File: src/rtl/pci_cfg_pkg.sv
package pci_cfg_pkg;

  typedef enum logic [2:0] {
    BK_RW,
    BK_RO,
    BK_IGN,
    BK_CMD,
    BK_BAR_LO,
    BK_BAR_HI
  } bkind_e;

  localparam int unsigned ADDR_W    = 8;
  localparam int unsigned DW_W      = ADDR_W - 2;
  localparam int unsigned NBYTES    = 1 << ADDR_W;
  localparam logic [7:0]  CMD_WMASK = 8'h05;
  localparam logic [7:0]  BAR_ADDR  = 8'h20;
  localparam logic [7:0]  TIM_BASE  = 8'h40;
  localparam logic [7:0]  TIM_EN    = 8'h80;

  function automatic bkind_e kind_of(input logic [7:0] a);
    bkind_e k;
    if (a inside {8'h00, 8'h01, 8'h02, 8'h03, 8'h09, 8'h0A, 8'h0B, 8'h0E})
      k = BK_RO;
    else if (a inside {8'h05, 8'h06}) k = BK_IGN;
    else if (a == 8'h04)              k = BK_CMD;
    else if (a == BAR_ADDR)           k = BK_BAR_LO;
    else if (a inside {[8'h21:8'h23]}) k = BK_BAR_HI;
    else                              k = BK_RW;
    return k;
  endfunction

  // whole write cycle dropped by its starting dword
  function automatic logic drop_dw(input logic [DW_W-1:0] dw);
    return (dw inside {[6'h04:6'h07]}) || (dw inside {[6'h09:6'h0F]});
  endfunction

  function automatic logic [7:0] reset_byte(input int unsigned a,
                                            input logic [31:0] id_word,
                                            input logic [23:0] class_code,
                                            input int unsigned n_chan,
                                            input logic [7:0]  chan_en);
    logic [7:0] v;
    int unsigned off;
    v = 8'h00;
    if (a < 4)                       v = id_word[8*a +: 8];
    else if (a >= 9 && a <= 11)      v = class_code[8*(a-9) +: 8];
    else if (a == 4)                 v = 8'h01;
    else if (a == 6)                 v = 8'h80;
    else if (a == 7)                 v = 8'h02;
    else if (a == 32'(BAR_ADDR))     v = 8'h01;
    else if (a >= 32'(TIM_BASE) && a < 32'(TIM_BASE) + 2*n_chan) begin
      off = a - 32'(TIM_BASE);
      if (off[0] && chan_en[off >> 1]) v = TIM_EN;
    end
    return v;
  endfunction

endpackage

File: src/rtl/cfg_lane_wr.sv
module cfg_lane_wr
  import pci_cfg_pkg::*;
#(
  parameter int unsigned LANE = 0
) (
  input  logic            wr_en_i,
  input  logic [DW_W-1:0] dw_addr_i,
  input  logic            be_i,
  input  logic [7:0]      wbyte_i,
  input  logic [7:0]      old_i,
  output logic            we_o,
  output logic [7:0]      nbyte_o,
  output logic            bar_chg_o
);
  localparam logic [1:0] LANE_SEL = 2'(LANE);

  logic [7:0] byte_addr;
  bkind_e     kind;

  assign byte_addr = {dw_addr_i, LANE_SEL};
  assign kind      = kind_of(byte_addr);

  always_comb begin
    nbyte_o = wbyte_i;
    we_o    = wr_en_i && be_i && !drop_dw(dw_addr_i);
    unique case (kind)
      BK_RO, BK_IGN: we_o = 1'b0;
      BK_CMD:        nbyte_o = wbyte_i & CMD_WMASK;
      BK_BAR_LO:     nbyte_o = {wbyte_i[7:2], 2'b01};
      default:       ;
    endcase
  end

  assign bar_chg_o = we_o && (kind inside {BK_BAR_LO, BK_BAR_HI}) && (nbyte_o != old_i);

endmodule

File: src/rtl/cfg_byte_store.sv
module cfg_byte_store
  import pci_cfg_pkg::*;
#(
  parameter logic [31:0] ID_WORD    = 32'h7010_8086,
  parameter logic [23:0] CLASS_CODE = 24'h01_01_80,
  parameter int unsigned NUM_CHAN   = 2,
  parameter logic [7:0]  CHAN_MASK  = 8'h03
) (
  input  logic                clk_i,
  input  logic                rst_ni,
  input  logic [DW_W-1:0]     dw_addr_i,
  input  logic [3:0]          we_i,
  input  logic [3:0][7:0]     wbytes_i,
  output logic [3:0][7:0]     rbytes_o,
  output logic [31:0]         bar_o
);
  localparam int unsigned NDW     = NBYTES / 4;
  localparam int unsigned BAR_DW  = 32'(BAR_ADDR) / 4;

  logic [7:0] mem [NBYTES];

  for (genvar i = 0; i < NBYTES; i++) begin : g_byte
    localparam logic [7:0]      RST = reset_byte(i, ID_WORD, CLASS_CODE, NUM_CHAN, CHAN_MASK);
    localparam logic [DW_W-1:0] DW  = DW_W'(i / 4);
    always_ff @(posedge clk_i or negedge rst_ni) begin
      if (!rst_ni)                            mem[i] <= RST;
      else if (we_i[i % 4] && dw_addr_i == DW) mem[i] <= wbytes_i[i % 4];
    end
  end

  for (genvar l = 0; l < 4; l++) begin : g_rd
    assign rbytes_o[l] = mem[{dw_addr_i, 2'(l)}];
    assign bar_o[8*l +: 8] = mem[BAR_DW*4 + l];
  end

  if (NDW != (1 << DW_W)) begin : g_bad_geom
    initial $error("cfg_byte_store: geometry mismatch");
  end

endmodule

File: src/rtl/cfg_base_track.sv
module cfg_base_track #(
  parameter int unsigned WIN_BITS = 4
) (
  input  logic        clk_i,
  input  logic        rst_ni,
  input  logic        chg_i,
  input  logic [31:0] bar_i,
  output logic [31:0] io_base_o,
  output logic        chg_o
);
  assign io_base_o = {bar_i[31:WIN_BITS], {WIN_BITS{1'b0}}};

  always_ff @(posedge clk_i or negedge rst_ni) begin
    if (!rst_ni) chg_o <= 1'b0;
    else         chg_o <= chg_i;
  end

endmodule

File: src/rtl/pci_cfg_hdr.sv
module pci_cfg_hdr
  import pci_cfg_pkg::*;
#(
  parameter logic [31:0] ID_WORD    = 32'h7010_8086,
  parameter logic [23:0] CLASS_CODE = 24'h01_01_80,
  parameter int unsigned NUM_CHAN   = 2,
  parameter logic [1:0]  CHAN_EN    = 2'b11,
  parameter int unsigned WIN_BITS   = 4
) (
  input  logic        clk_i,
  input  logic        rst_ni,
  input  logic        wr_en_i,
  input  logic [5:0]  dw_addr_i,
  input  logic [3:0]  be_i,
  input  logic [31:0] wdata_i,
  output logic [31:0] rdata_o,
  output logic [31:0] io_base_o,
  output logic        base_chg_o
);
  localparam logic [7:0] CHAN_MASK = 8'(CHAN_EN);

  logic [3:0]      lane_we;
  logic [3:0]      lane_chg;
  logic [3:0][7:0] lane_new;
  logic [3:0][7:0] cur_bytes;
  logic [31:0]     bar_word;

  for (genvar l = 0; l < 4; l++) begin : g_lane
    cfg_lane_wr #(.LANE(l)) u_lane (
      .wr_en_i   (wr_en_i),
      .dw_addr_i (dw_addr_i),
      .be_i      (be_i[l]),
      .wbyte_i   (wdata_i[8*l +: 8]),
      .old_i     (cur_bytes[l]),
      .we_o      (lane_we[l]),
      .nbyte_o   (lane_new[l]),
      .bar_chg_o (lane_chg[l])
    );
  end

  cfg_byte_store #(
    .ID_WORD    (ID_WORD),
    .CLASS_CODE (CLASS_CODE),
    .NUM_CHAN   (NUM_CHAN),
    .CHAN_MASK  (CHAN_MASK)
  ) u_store (
    .clk_i     (clk_i),
    .rst_ni    (rst_ni),
    .dw_addr_i (dw_addr_i),
    .we_i      (lane_we),
    .wbytes_i  (lane_new),
    .rbytes_o  (cur_bytes),
    .bar_o     (bar_word)
  );

  cfg_base_track #(.WIN_BITS(WIN_BITS)) u_base (
    .clk_i     (clk_i),
    .rst_ni    (rst_ni),
    .chg_i     (|lane_chg),
    .bar_i     (bar_word),
    .io_base_o (io_base_o),
    .chg_o     (base_chg_o)
  );

  assign rdata_o = cur_bytes;

endmodule

File: config.mk
export PLATFORM = sky130hd
export DESIGN_NAME = pci_cfg_hdr
export DESIGN_NICKNAME = d
export VERILOG_FILES = /design/src/rtl/pci_cfg_pkg.sv /design/src/rtl/cfg_lane_wr.sv /design/src/rtl/cfg_byte_store.sv /design/src/rtl/cfg_base_track.sv /design/src/rtl/pci_cfg_hdr.sv
export SDC_FILE = /design/constraint.sdc
export NUM_CORES = 2
export LEC_CHECK = 0
export BUFFER_PORTS_ARGS = -buffer_cell sky130_fd_sc_hd__buf_2
export CAP_MARGIN = 20
export CORE_AREA = 10 10 559 561
export DETAILED_ROUTE_END_ITERATION = 10
export DIE_AREA = 0 0 569 571
export GPL_ROUTABILITY_DRIVEN = 0
export PLACE_DENSITY_LB_ADDON = 0.2
export SLEW_MARGIN = 20
export SYNTH_ARGS = -nofsm -noshare
export SYNTH_HDL_FRONTEND = slang
export SYNTH_SLANG_ARGS = --single-unit
File: constraint.sdc
create_clock -name clk_i -period 4 [get_ports clk_i]
set_clock_uncertainty 0.1 [all_clocks]
set_input_delay 0.2 -clock clk_i [delete_from_list [all_inputs] [get_ports clk_i]]
set_output_delay 0.2 -clock clk_i [all_outputs]
set_load 0.05 [all_outputs]
# == Word-level counts from Yosys, hierarchy flattened ==
# Index checks and enable logic that the tools add are counted.
# word_totals
out_inout_bits,65
regBits,2049
inputBits,45
elab_cells,693
# op_classes
n_reduce_logical,297
bitwise_logic,4
n_lt_le_gt_ge,16
eq_ne,87
muxes,32
# ops
op,count
1-bit logical AND,278
8-bit binary-select mux with 8-bit select,4
6-bit equality test (second input constant),32
6-bit by 5-bit equality test with 1-bit output (second input constant),16
8-bit 2-to-1 mux,8
8-bit one-hot mux with 2 select lines,4
6-bit by 4-bit equality test with 1-bit output (second input constant),8
9-bit greater-or-equal comparator (second input constant),4
3-bit 2-to-1 mux,12
8-bit inverter with 9-bit output,4
8-bit by 6-bit greater-or-equal comparator with 1-bit output (second input constant),4
8-bit by 6-bit less-or-equal comparator with 1-bit output (second input constant),4
8-bit logical NOT,4
8-bit inequality test,4
3-bit by 2-bit equality test with 1-bit output (second input constant),8
3-bit equality test (second input constant),8
6-bit by 3-bit equality test with 1-bit output (second input constant),4
8-bit nonzero test,3
3-bit by 1-bit equality test with 1-bit output (second input constant),4
6-bit by 2-bit equality test with 1-bit output (second input constant),2
2-bit nonzero test,4
2-bit OR reduction,4
6-bit by 1-bit equality test with 1-bit output (second input constant),1
6-bit by 3-bit greater-or-equal comparator with 1-bit output (second input constant),1
other kinds (8),11

# == Logic depth before layout (Yosys ltp) ==
# logic_depth
depth_word,12
mapped_depth,15
depth_no_buf,9

# == Cells and area by module ==
# A second synthesis with hierarchy kept.
# hier_totals
cells_unflattened,5979
hier_area_um2,93950.1
# by_module_without_submodules
mod,seq_area_each_um2,area_each_um2,cells_per_inst,n_inst
cfg_byte_store,51270.4,92897.8,5830,1
cfg_base_track,25.0,269.0,34,1
cfg_lane_wr (g_lane[0].u_lane),0.0,257.7,37,1
cfg_lane_wr (g_lane[3].u_lane),0.0,195.2,27,1
cfg_lane_wr (g_lane[1].u_lane),0.0,171.4,26,1
cfg_lane_wr (g_lane[2].u_lane),0.0,151.4,24,1
pci_cfg_hdr,0.0,7.5,1,1

# == Worst setup path before layout ==
# No wires, ideal clock.
# synth_path
kind,input to register
start,in dw_addr_i[0]
end,reg u_base.chg_o
path_buffers,6
setup_ns,0.136
path_stages,14
t_arrival_ns,3.167
path_slack_ns,0.597
t_required_ns,3.764
path_cell_list,buf_6 buf_6 buf_8 buf_6 buf_6 buf_4 a211oi_1 a2111oi_0 a221oi_1 a22oi_1 xnor2_1 nand3_1 o311ai_1 nand4_1
# synth_between
word_cells_on_any_way,113
# synth_lines
element,line,text
"start, declared",pci_cfg_hdr.sv:13,"input logic [5:0] dw_addr_i,"
8-bit inverter with 9-bit output (not written as such),cfg_byte_store.sv:32,"assign rbytes_o[l] = mem[{dw_addr_i, 2'(l)}];"
8-bit binary-select mux with 8-bit select,cfg_byte_store.sv:32,
8-bit 2-to-1 mux (not written as such) (2 in series),cfg_byte_store.sv:32,
named net rdata_o[10],pci_cfg_hdr.sv:16,"output logic [31:0] rdata_o,"
8-bit inequality test,cfg_lane_wr.sv:34,"assign bar_chg_o = we_o && (kind inside {BK_BAR_LO, BK_BAR_HI}) && (nbyte_o != old_i);"
1-bit logical AND,cfg_lane_wr.sv:34,
4-bit OR reduction,pci_cfg_hdr.sv:59,".chg_i (|lane_chg),"
named net u_base.chg_i,cfg_base_track.sv:6,"input logic chg_i,"
"end signal, assigned",cfg_base_track.sv:15,else chg_o <= chg_i;
"end, declared",cfg_base_track.sv:9,output logic chg_o
# The timed path passes the listed nets, and every way through them passes these cells. The select of a mux whose other input is x is not followed.
# A chain may end at the register's enable or synchronous reset.

# == Worst setup path after layout ==
# layout_path
start,reg u_store.mem[228] (netlist name)
end,out rdata_o[28]
# layout_between
elab_chain_cells,3
# layout_rtl
element,line,text
"start, declared",cfg_byte_store.sv:20,logic [7:0] mem [NBYTES];
"start signal, assigned by index",cfg_byte_store.sv:27,else if (we_i[i % 4] && dw_addr_i == DW) mem[i] <= wbytes_i[i % 4];
8-bit binary-select mux with 8-bit select,cfg_byte_store.sv:32,
8-bit 2-to-1 mux (not written as such) (2 in series),cfg_byte_store.sv:32,
"end, declared",pci_cfg_hdr.sv:16,
# Every way passes these cells. The select of a mux whose other input is x is not followed.

==> results.md <==
* Status: finished clean
* Layout cell share with drive strength beyond 1 at 37.55%
* CTS Buf Count at 229
* Top-count cell post-synth: dfrtp_1
* Slew Limit Fails at 0
* Max VDD drop at 0.3466 mV
* Crit-path max cell delay at 0.71 ns
* Tcrit/Tclk final at 96.13%
* Sequential-to-total area share from yosys stat at 57.00%
* Clock sinks at 2,049
* Post-DRT Antenna Nets at 0
* Slowest cell on the critical path: or4_1
* Yosys reg bits at 2,049
* Die Y at 571 um
* Req. time, crit path at 3.70 ns
* Synth warn at 0
* Synth Instances at 6,539
* DR vias at 53,334
* Crit-path cells: mux4_2 -> o22ai_1 -> or4_1 -> a21oi_1 -> buf_4 -> buf_12
* Placed Area at 95,690 sq um
* Total congestion overflow at 0
* Area leader, netlist: dfrtp_1
* Initial antenna violation count at 16
* Commonest register cell after synthesis: dfrtp_1
* Final Setup Violations at 0
* Drt pass-1 iters at 5
* Synthesized area at 89,990 sq um
* Area of the die at 324,900 sq um
* Synth unique cells at 72
* Delay-heaviest family, CP: compound AO/OA/AOI/OAI gates
* Syn_area_per_cell at 13.76 sq um
* DPL Wire Length at 195,500 um
* Htree depth at 4
* Crit. End Element: primary output
* WP buf/inv at 2
* CTS tree: done
* HP Class: primary input to register
* Area grow syn2layout at 15.80%
* Wirelength per Cell at 27.00 um
* Rows at 202
* Residual DRC at 0
* Crit path launch type: register
* F_max at 260.1 MHz
* Final std cells w/o fill at 10,582
* Routed WL at 285,700 um
* Initial DRC Count at 3,940
* Number of global-route vias before repair at 56,474
* Final hold violation count at 0
* Initial core utilization at 29.84%
* Skew-Pair Late Insertion Delay at 0.92 ns
* Global-route wire length before repair at 418,700 um
* CP Data Arrival Time at 3.55 ns
* Crit-path max FO at 2
* Worst-Margin Slew at 1.073 ns
* Largest cells by area after synthesis: dfrtp_1 57%, mux2_2 14%, mux4_2 9.9%
* Core area at 301,500 sq um
* Vias/cell at 5.040
* Clk slew on worst S/H paths at 0.06 ns
* Max-cap viol count at 0
* Unrepaired setup endpoints after global routing: no
* Fin crit period at 3.845 ns
* Overall Power at 49,800 uW
* Slew HR at 27.52%
* Share of the synthesized area in the top cell type at 56.51%
* Cells after DPL at 10,107
* Clock Tree Buf Depth at 4
* Die Wd at 569 um
* Pleak at 0.04891 uW
* Layout net count at 6,440
* # resized after CTS at 0
* Cell area power density at 477.8 nW/um^2
* # IOs at 110
* Largest net degree at the start of global routing at 111
* Number of synthesized flops with an enable pin at 0
* Fillers at 29,130
* Asr flop ratio synth at 100.0%
* Post-synth top cells: 2,032 x dfrtp_1, 1,108 x mux2_2, 725 x clkbuf_1
* CTS root buffer: clkbuf_16
* IO Port Bufs at 105
* Setup Crit Path Kind: register to primary output
* GRT Util Overall at 17.26%
* Post-route cell area at 104,200 sq um
-- flip-flops by register name, indices dropped and copies added, names as in the netlist --
| name | flops |
|---|---|
| u_store.mem | 2016 |
| u_store.bar_o | 32 |
| u_base.chg_o | 1 |
-- timing repair --
| action | CTS | global route |
|---|---|---|
| endpoints found under the hold margin | 1313 | 0 |
| setup buffers | 0 | 0 |
| hold buffers | 35 | 0 |
-- tightest hold or removal path, cell delays in order --
cell and delay, ns:
buf_2 0.15, buf_4 0.33, mux2_2 0.35
-- final cells by class --
type | instances | area, sq um | area share [%]
Sequential cell | 2049 | 51300 | 49.22
Inverter | 5 | 20.02 | 0.01921
Tap cell | 3978 | 4977 | 4.776
Multi-Input combinational cell | 3562 | 34510 | 33.11
Clock buffer | 332 | 6780 | 6.506
Timing Repair Buffer | 548 | 5255 | 5.043
Antenna cell | 12 | 30.03 | 0.02882
Clock inverter | 96 | 1346 | 1.292
-- per-stage QoR --
stage | utilization, % | setup WS, ns | hold WS [ns] | TNS [ns]
after floorplan | - | 0.5967 | -0.1956 | 0
after global placement | 31.73 | -0.3563 | 0.2560 | -0.3563
after detailed placement | 31.73 | -0.3252 | 0.2570 | -0.3252
after CTS | 34.55 | 0.06369 | 0.01863 | 0
after global routing | 34.55 | 0.1286 | 0.03838 | 0
final | 34.56 | 0.1546 | 0.05541 | 0
-- worst paths after layout --
check                             startpoint           endpoint  slack (ns)  cells after the start
min reg2reg                u_store.mem[2021]  u_store.mem[2021]        0.26                      0
max                         u_store.mem[228]        rdata_o[28]        0.15                      6
min in group asynchronous             rst_ni   u_store.mem[698]        0.48                      3
max reg2reg                u_store.mem[1232]       u_base.chg_o        0.53                     10
max in group asynchronous             rst_ni   u_store.mem[517]        2.14                      4
min                              wdata_i[12]   u_store.mem[788]        0.06                      3
-- power by group --
part	leakage (uW)	total, uW	internal (uW)	switching, uW
sequential	0.0281	22500	21900	575
combinational	0.0168	4800	2050	2760
clock	0.00399	22500	13500	9070
-- cell families after synthesis --
kind of cell,count (synthesis),share of synthesized area [%]
other cells,1,0.004167
flops,2049,57.00
xor+xnor,36,0.3504
simple gates,853,4.148
buf+inv,931,4.766
compound gates,760,5.206
mux,1909,28.52
-- layout by cell type, fill, tap and decap left out, types with 17 or more instances in the layout --
cell type,count
mux2i_1,240
nor3_1,39
bufinv_16,26
mux4_2,397
buf_12,95
o21ai_1,188
dlygate4sd3_1,34
dfstp_2,17
a22o_1,20
buf_2,70
a221oi_1,27
a22oi_1,82
mux2_2,1108
nand3_1,37
clkinv_2,45
clkbuf_16,231
xnor2_1,22
o22ai_1,105
clkbuf_1,39
nor2_1,51
and2_1,20
dfrtp_1,2032
buf_4,345
a21oi_1,36
o21ai_0,196
mux2_1,164
nand2_1,594
clkbuf_8,62
-- layer usage --
layer  share of wire, %  GRT usage (%)  vias to the layer above
met3                4.9          2.925                      413
met5              0.031              0                        -
met2                 46          27.59                     1233
li1                   -              -                    23085
met4                3.1          5.174                       12
met1                 45          24.06                    28591
Power figures use the tool's default switching activity.
